**src/rtl/trig_seq.sv**
```systemverilog
module trig_seq #(
  parameter int TW = 32,
  parameter int CW = 31
) (
  input  logic          clk,
  input  logic          rst_n,
  input  logic          arm_i,
  input  logic          ev1_i,
  input  logic          ev2_i,
  input  logic [1:0]    mode_i,
  input  logic [1:0]    win_i,
  input  logic [TW-1:0] min_i,
  input  logic [TW-1:0] max_i,
  input  logic [CW-1:0] count_i,
  output logic          fire_o,
  output logic          busy_o,
  output logic [TW-1:0] stamp_o
);
  localparam logic [TW-1:0] TSAT = '1;
  localparam logic [CW-1:0] CSAT = '1;

  typedef enum logic [1:0] {S_IDLE, S_W1, S_W2} st_t;

  st_t           st, st_n;
  logic [TW-1:0] tmr, age, tmr_d;
  logic [CW-1:0] cnt, cnt_d;
  logic          hit;

  wire [TW-1:0] tmr_inc = (tmr == TSAT) ? tmr : tmr + 1'b1;
  wire [TW-1:0] age_inc = (age == TSAT) ? age : age + 1'b1;
  wire [CW-1:0] cnt_inc = (cnt == CSAT) ? cnt : cnt + 1'b1;
  wire          cnt_hit = cnt_inc >= count_i;
  wire          lo      = tmr < min_i;
  wire          hi      = tmr > max_i;
  wire          dur_ok  = win_i[1] ? hi : (win_i[0] ? (!lo && !hi) : lo);

  assign busy_o = (st != S_IDLE);

  always_comb begin
    st_n  = st;
    tmr_d = tmr_inc;
    cnt_d = cnt;
    hit   = 1'b0;
    case (st)
      S_W1: begin
        case (mode_i)
          2'd0: hit = ev1_i;
          2'd1: if (ev1_i) begin st_n = S_W2; tmr_d = 1; end
          2'd2: if (ev1_i) begin cnt_d = cnt_inc; hit = cnt_hit; end
          default: if (ev1_i) begin st_n = S_W2; cnt_d = '0; end
        endcase
      end
      S_W2: begin
        if (mode_i == 2'd3) begin
          if (ev2_i) begin cnt_d = cnt_inc; hit = cnt_hit; end
        end else if (ev2_i && dur_ok) begin
          hit = 1'b1;
        end else if (ev1_i) begin
          tmr_d = 1;
        end else if (ev2_i || (win_i == 2'd0 && !lo)) begin
          st_n = S_W1;
        end
      end
      default: ;
    endcase
    if (hit) st_n = S_IDLE;
  end

  always_ff @(posedge clk) begin
    if (!rst_n) begin
      st <= S_IDLE; tmr <= '0; age <= '0; cnt <= '0;
      fire_o <= 1'b0; stamp_o <= '0;
    end else begin
      fire_o <= 1'b0;
      if (arm_i) begin
        st <= S_W1; tmr <= '0; age <= 1; cnt <= '0;
      end else begin
        st <= st_n; tmr <= tmr_d; cnt <= cnt_d; age <= age_inc;
        if (hit) begin
          fire_o  <= 1'b1;
          stamp_o <= age;
        end
      end
    end
  end

  a_r11_single_pulse: assert property (@(posedge clk) disable iff (!rst_n)
    fire_o |=> !fire_o);
  a_r11_idle_on_fire: assert property (@(posedge clk) disable iff (!rst_n)
    fire_o |-> !busy_o);
  a_r3_single_fires: assert property (@(posedge clk) disable iff (!rst_n)
    (st == S_W1 && mode_i == 2'd0 && ev1_i && !arm_i) |=> fire_o);
  a_r4_short_below_min: assert property (@(posedge clk) disable iff (!rst_n)
    (fire_o && $past(mode_i == 2'd1 && win_i == 2'd0)) |-> $past(tmr < min_i));
  a_r8_count_on_ev1: assert property (@(posedge clk) disable iff (!rst_n)
    (fire_o && $past(mode_i == 2'd2)) |-> $past(ev1_i));
  a_r2_arm_busy: assert property (@(posedge clk) disable iff (!rst_n)
    arm_i |=> busy_o);
endmodule

```
**config.mk**
```make
export PLATFORM = sky130hd
export DESIGN_NAME = trig_seq
export DESIGN_NICKNAME = d
export VERILOG_FILES = /design/src/rtl/trig_seq.sv
export SDC_FILE = /design/constraint.sdc
export NUM_CORES = 1
export LEC_CHECK = 0
export CAP_MARGIN = 20
export CORE_MARGIN = 8
export CORE_UTILIZATION = 32
export DETAILED_ROUTE_END_ITERATION = 6
export PLACE_DENSITY = 0.56
export SYNTH_ARGS = -nofsm -noshare
export SYNTH_HDL_FRONTEND = slang
export SYNTH_SLANG_ARGS = --single-unit
export TNS_END_PERCENT = 5
```
**constraint.sdc**
```tcl
create_clock -name clk -period 4.3 [get_ports clk]
set_clock_uncertainty 0.2 [all_clocks]
set_input_delay 1.29 -clock clk [delete_from_list [all_inputs] [get_ports clk]]
set_output_delay 1.29 -clock clk [all_outputs]
set_load 0.005 [all_outputs]
```
==> results of run 1 <==
[layout make-up]
type	instances	area (um2)	share of cell area, %
clock inverter	15	145.1	1.242
inverter	104	390.4	3.339
timing repair buffer	227	2105	18.00
sequential	130	2606	22.29
clock buffer	17	425.4	3.639
multi-input combinational	798	5589	47.81
tap	341	426.7	3.650
antenna	1	2.502	0.02141
[synthesized netlist by cell type, drive strengths merged (2+ instances only)]
library cell	instances
o221ai	2
a221o	3
nand3	45
nand2b	6
inv	104
o211ai	2
and4	20
or4	2
nor3b	3
and3	18
a21oi	49
ha	100
nand2	140
o31ai	4
a311oi	3
a22oi	8
a21o	9
nand4	40
o21ai	32
nor3	17
o21a	8
a31oi	3
nor4	4
nor2	100
dfxtp	130
and2	5
buf	12
a221oi	2
xnor2	28
or3	10
nor2b	10
xor2	56
o2111ai	2
clkbuf	25
a32o	10
mux2i	35
a211oi	4
[sequential cells by signal, summed over array words and instances, names as in the netlist]
register and cells:
fire_o 1, stamp_o 32, st 2, tmr 32
age 32, cnt 31
[power breakdown]
part           switching, mW  internal (mW)
Clock                  0.606          0.809
Combinational          0.127          0.144
Sequential           0.00383           1.21
Total                  0.738           2.16
[path summary, 6_finish.rpt]
path	start	endpoint	slack [ns]	cells after the start
worst max-delay path	cnt[1]	fire_o	-0.07	19
worst min-delay path	stamp_o[9]	stamp_o[9]	0.26	2
worst max register to register	cnt[1]	fire_o	-0.07	19
worst min register to register	stamp_o[9]	stamp_o[9]	0.26	2
[kinds of logic after synthesis]
kind of cell / after synthesis
adder cells (fa/ha/maj): 100
flip-flops: 130
buffers and inverters: 141
XOR/XNOR: 84
AND/OR/NAND/NOR: 424
AO/OA/AOI/OAI: 154
multiplexers: 36
[repair_timing]
action,CTS,global route
hold endpoints to repair,0,0
gates cloned,0,1
setup endpoints to repair,35,66
buffers inserted,0,2
pin swaps,4,15
gates resized for setup,5,20
[stage by stage]
step | hold slack, ns | setup TNS (ns)
final | 0.2583 | -1.691
after global routing | 0.2831 | -6.844
after CTS | 0.2606 | 0
after detailed placement | 0.2450 | -16.54
after global placement | 0.2465 | -12.98
after floorplan | 0.2511 | 0
[worst reg2reg max path: cells and delay by family (launching register included)]
| kind | cells | cell delay [ns] |
|---|---|---|
| DFF | 1 | 0.35 |
| AOI/OAI and AO/OA | 6 | 1.20 |
| buffers and inverters | 3 | 0.47 |
| adders and majority gates | 2 | 0.47 |
| xor gates and xnor gates | 1 | 0.19 |
| and+or+nand+nor | 7 | 1.40 |
[metal layers]
| metal | vias to the layer above | wire (um) |
|---|---|---|
| met4 | 0 | 358 |
| li1 | 4147 | - |
| met5 | - | 0 |
| met3 | 26 | 814 |
| met1 | 3683 | 11070 |
| met2 | 117 | 11280 |
==> flow_summary.yaml, run 1 <==
finish:
  area_delta_synth_final_pct: 35.13
  final_cells: 1633
  fin_nets: 1482
  drive_gt1_share_pct: 12.55
  fillerInstances: 2743
  design_area_mm2: 0.01169
  final_cell_mix: "nand2_1 (139), clkdlybuf4s50_1 (136), dfxtp_1 (127)"
  final_util_pct: 43.74
  layout_commonest_cell: "nand2_1"
global_routing:
  top_usage_layer: "met2"
  grt_max_degree: 68
  grt_antenna_before_repair: 1
  grt_use_met3_pct: 3.085
  grtUsageTotal_pct: 14.51
  grt_pass1_wl_mm: 39.32
  grt_pass1_vias: 8045
  grt_overflow: 0
  grt_use_met2_pct: 24.98
  use_met1_pct: 17.63
worst_setup_path:
  critPathBufInv: 3
  path_class: "register to register"
  cp.required_ns: 4.42
  cp_top_family: "simple AND/OR/NAND/NOR gates"
  slowest_delay_ns: 0.57
  cp.arrival_ns: 4.49
  start_kind: "register"
  crit_path_end_kind: "register"
  crit_top_cell: "buf_4"
  path_cells: "ha_4, and2_4, nand4_1, or4_4, nor2b_4, and3_4, xor2_2, ha_1, a21oi_2, o21ai_2, a221oi_2, nor3_1, o31a_1, o31ai_2, buf_4, o2bb2ai_4, buf_12, buf_4, and2_1"
  crit_fanout: 6
  crit_slowest_cell: "or4_4"
routing:
  num_vias: 7973
  antenna_left: 0
  drt_first_pass_iters: 4
  wl_per_cell_um: 14.40
  drc: 0
  drt_iter0_drc: 308
  vias_per_cell: 4.882
  totalWireLength_mm: 23.52
floorplan:
  num_rows: 60
  dieArea_mm2: 0.03255
  initial_core_util_pct: 32.37
  ios: 138
  die_w_um: 180.4
  coreArea_mm2: 0.02673
  die_h_um: 180.4
synthesis:
  synth_area_mm2: 0.008651
  ys_async_sr_fraction_pct: 0
  ys_ff_latch: 130
  synthAdderAreaFrac_pct: 14.46
  synth_compound_gate_area_share_pct: 11.98
  synth_top_area_cell: "dfxtp_1"
  yosysWarnings: 0
  synth-edff-count: 0
  synth_xor_area_share_pct: 8.504
  seq_area_frac_synth_pct: 30.08
  syn_area_per_cell_um2: 8.092
  netlist-cell-type-count: 67
  synth_top_cells_by_area: "dfxtp_1 (30%), ha_1 (14%), nand2_1 (6.0%), xor2_1 (5.7%), inv_1 (4.5%)"
  synth_top_cell_area_share_pct: 30.08
  syn-instance-count: 1069
  synth_simple_gate_area_share_pct: 24.20
  synth_mux_area_share_pct: 4.180
  ys.flop_type: "dfxtp_1"
  postSynthNetCount: 1273
  synth_top_family_by_area: "simple AND/OR/NAND/NOR gates"
clock_network:
  cts_buffers: 17
  cts_num_sinks: 130
  root_buffer: "clkbuf_16"
  cts_tree: "built"
  clock_latency_ns: 0.43
  clk_pin_slew_worst_paths_ns: 0.06
  ctsHoldBuffers: 0
  h-tree-depth: 4
  ctsLongestPathBuffers: 2
status:
  violations: "negative setup slack"
  status: "finished with violations"
timing:
  finalWorstSetupSlack_ns: -0.06904
  slew_headroom_pct: 45.55
  setup_viol: 33
  hold_viol: 0
  max_freq_mhz: 228.9
  finalMaxSlewViolations: 0
  worstMarginPinSlew_ns: 0.8119
  rsz0062_at_grt: "yes"
  finalCriticalPeriod_ns: 4.369
  timing.final.crit_share_pct: 101.6
power:
  p_leak_nw: 4.957
  p_per_area_mw_per_mm2: 248.0
  max-vdd-ir-drop_mv: 0.2205
  finalPower_mw: 2.899
placement:
  placed_cell_area_mm2: 0.01095
  hpwl_mm: 18.34
  placedCellCount: 1596
  io_buffers: 137
  place_congestion: 0.8515
  dpl_worst_slack_ns: -0.2786
flow_run:
  drv_cap: 0
min_path:
  hold_class: "register to register"
Note: power is estimated with default switching activity, not from simulation.
==> run 2, diff against run 1 <==
--- a/config.mk
+++ b/config.mk
@@ -9,6 +9,7 @@
 export CORE_MARGIN = 8
 export CORE_UTILIZATION = 32
 export DETAILED_ROUTE_END_ITERATION = 6
+export MAX_ROUTING_LAYER = met4
 export PLACE_DENSITY = 0.56
 export SYNTH_ARGS = -nofsm -noshare
 export SYNTH_HDL_FRONTEND = slang
==> run 2 against run 1 <==
- the run still ends with negative setup slack left
- global-route usage increased by 0.42 points
- clock power about the same
- flip-flop and latch count unchanged
- first-iteration DRC count increased by 11%
- final cell count unchanged
- utilization unchanged
- sequential power about the same
- cell area unchanged
- die area unchanged
- routed wire length increased by 0.11%
- highest routed layer unchanged
==> flow_summary.yaml, run 2 (synthesis gave the netlist of run 1 again) <==
status:
  status: "finished with violations"
  violations: "negative setup slack"
finish:
  final_cell_mix: "nand2_1 (139), clkdlybuf4s50_1 (136), dfxtp_1 (127)"
  fin_nets: 1482
  largestRegisters: "age (32), stamp_o (32), tmr (32)"
  drive_gt1_share_pct: 12.55
  fillerInstances: 2743
  layout_commonest_cell: "nand2_1"
  design_area_mm2: 0.01169
  area_delta_synth_final_pct: 35.13
routing:
  drc: 0
  vias_per_cell: 4.881
  wl_per_cell_um: 14.42
  num_vias: 7970
  totalWireLength_mm: 23.55
  drt_first_pass_iters: 4
  drt_iter0_drc: 341
  antenna_left: 0
placement:
  placed_cell_area_mm2: 0.01095
  hpwl_mm: 18.34
  io_buffers: 137
  place_congestion: 0.8650
timing:
  max_freq_mhz: 229.3
  slew_headroom_pct: 45.29
  finalWorstSetupSlack_ns: -0.06112
  holdWs_ns: 0.2584
  timing.final.crit_share_pct: 101.4
  setup_viol: 33
  finalCriticalPeriod_ns: 4.361
  hold_viol: 0
  worstMarginPinSlew_ns: 0.8158
  rsz0062_at_grt: "yes"
  finalMaxSlewViolations: 0
clock_network:
  cts_buffers: 17
  clock_latency_ns: 0.43
  ctsHoldBuffers: 0
  clk_pin_slew_worst_paths_ns: 0.07
  cts_num_sinks: 130
  h-tree-depth: 4
  root_buffer: "clkbuf_16"
  ctsLongestPathBuffers: 2
  cts_tree: "built"
global_routing:
  grt_use_met3_pct: 2.883
  grt_pass1_vias: 8050
  use_met1_pct: 17.80
  grt_overflow: 0
  grtUsageTotal_pct: 14.93
  grt_pass1_wl_mm: 39.29
  grt_max_degree: 68
  grt_antenna_before_repair: 1
  top_usage_layer: "met2"
  grt_use_met2_pct: 24.94
floorplan:
  num_rows: 60
  die_h_um: 180.4
  ios: 138
  die_w_um: 180.4
  coreArea_mm2: 0.02673
  initial_core_util_pct: 32.37
  dieArea_mm2: 0.03255
worst_setup_path:
  slowest_delay_ns: 0.57
  cp.arrival_ns: 4.47
  cp_top_family: "simple AND/OR/NAND/NOR gates"
  crit_slowest_cell: "or4_4"
  path_cells: "ha_4, and2_4, nand4_1, or4_4, nor2b_4, and3_4, xor2_2, ha_1, a21oi_2, o21ai_2, a221oi_2, nor3_1, o31a_1, o31ai_2, buf_4, o2bb2ai_4, buf_12, clkbuf_16, mux2i_1"
  crit_path_end_kind: "register"
  path_class: "register to register"
  start_kind: "register"
  critPathBufInv: 3
  crit_fanout: 8
  cp.required_ns: 4.41
power:
  p_per_area_mw_per_mm2: 247.9
  max-vdd-ir-drop_mv: 0.2189
  finalPower_mw: 2.898
  p_leak_nw: 4.957
min_path:
  hold_class: "register to register"
flow_run:
  drv_cap: 0
-- run 2: cell counts in the layout (fill, tap and decap cells not counted) --
No cell type changed its count.
-- run 2: final timing paths --
path / slack, ns / from / end / cells after the start
setup / recovery: -0.06 / cnt[1] / stamp_o[0] / 19
hold / removal: 0.26 / stamp_o[9] / stamp_o[9] / 2
setup reg to reg: -0.06 / cnt[1] / stamp_o[0] / 19
hold reg to reg: 0.26 / stamp_o[9] / stamp_o[9] / 2
-- run 2: through the flow --
stage	instances	setup WS [ns]	setup TNS [ns]	utilization [%]
after detailed placement	1596	-0.2786	-16.54	40.96
after floorplan	1069	0.08391	0	-
final	1633	-0.06112	-1.421	43.74
after CTS	1628	0.0009424	0	43.20
after global placement	1596	-0.2106	-12.98	40.96
after global routing	1633	-0.2167	-6.850	43.74
-- run 2: area by class of cell --
class | count | area, um2 | area share [%]
antenna | 1 | 2.502 | 0.02141
multi-input combinational | 798 | 5589 | 47.81
timing repair buffer | 227 | 2105 | 18.00
clock inverter | 15 | 145.1 | 1.242
tap | 341 | 426.7 | 3.650
inverter | 104 | 390.4 | 3.339
clock buffer | 17 | 425.4 | 3.639
sequential | 130 | 2606 | 22.29
-- run 2: power breakdown --
part | switching, mW | internal (mW) | leakage [nW] | total, mW
clock network | 0.606 | 0.809 | 0.277 | 1.42
registers | 0.00383 | 1.21 | 1.05 | 1.21
logic | 0.127 | 0.144 | 3.63 | 0.271
-- run 2: tightest hold or removal path, delay by kind of cell, from the launching register on --
kind             cells  cell delay (ns)
DFF                  1             0.31
muxes                1             0.05
and+or+nand+nor      1             0.05
-- run 2: layer usage --
layer / up-vias / wire (um)
met4: 0 / 388
met5: - / 0
met1: 3674 / 11200
met2: 121 / 11240
li1: 4149 / -
met3: 26 / 720
-- run 2: timing repair --
item,CTS,global route
setup endpoints to repair,35,66
cloned,0,1
setup buffers,0,2
resized for setup,5,20
pin swaps,4,15
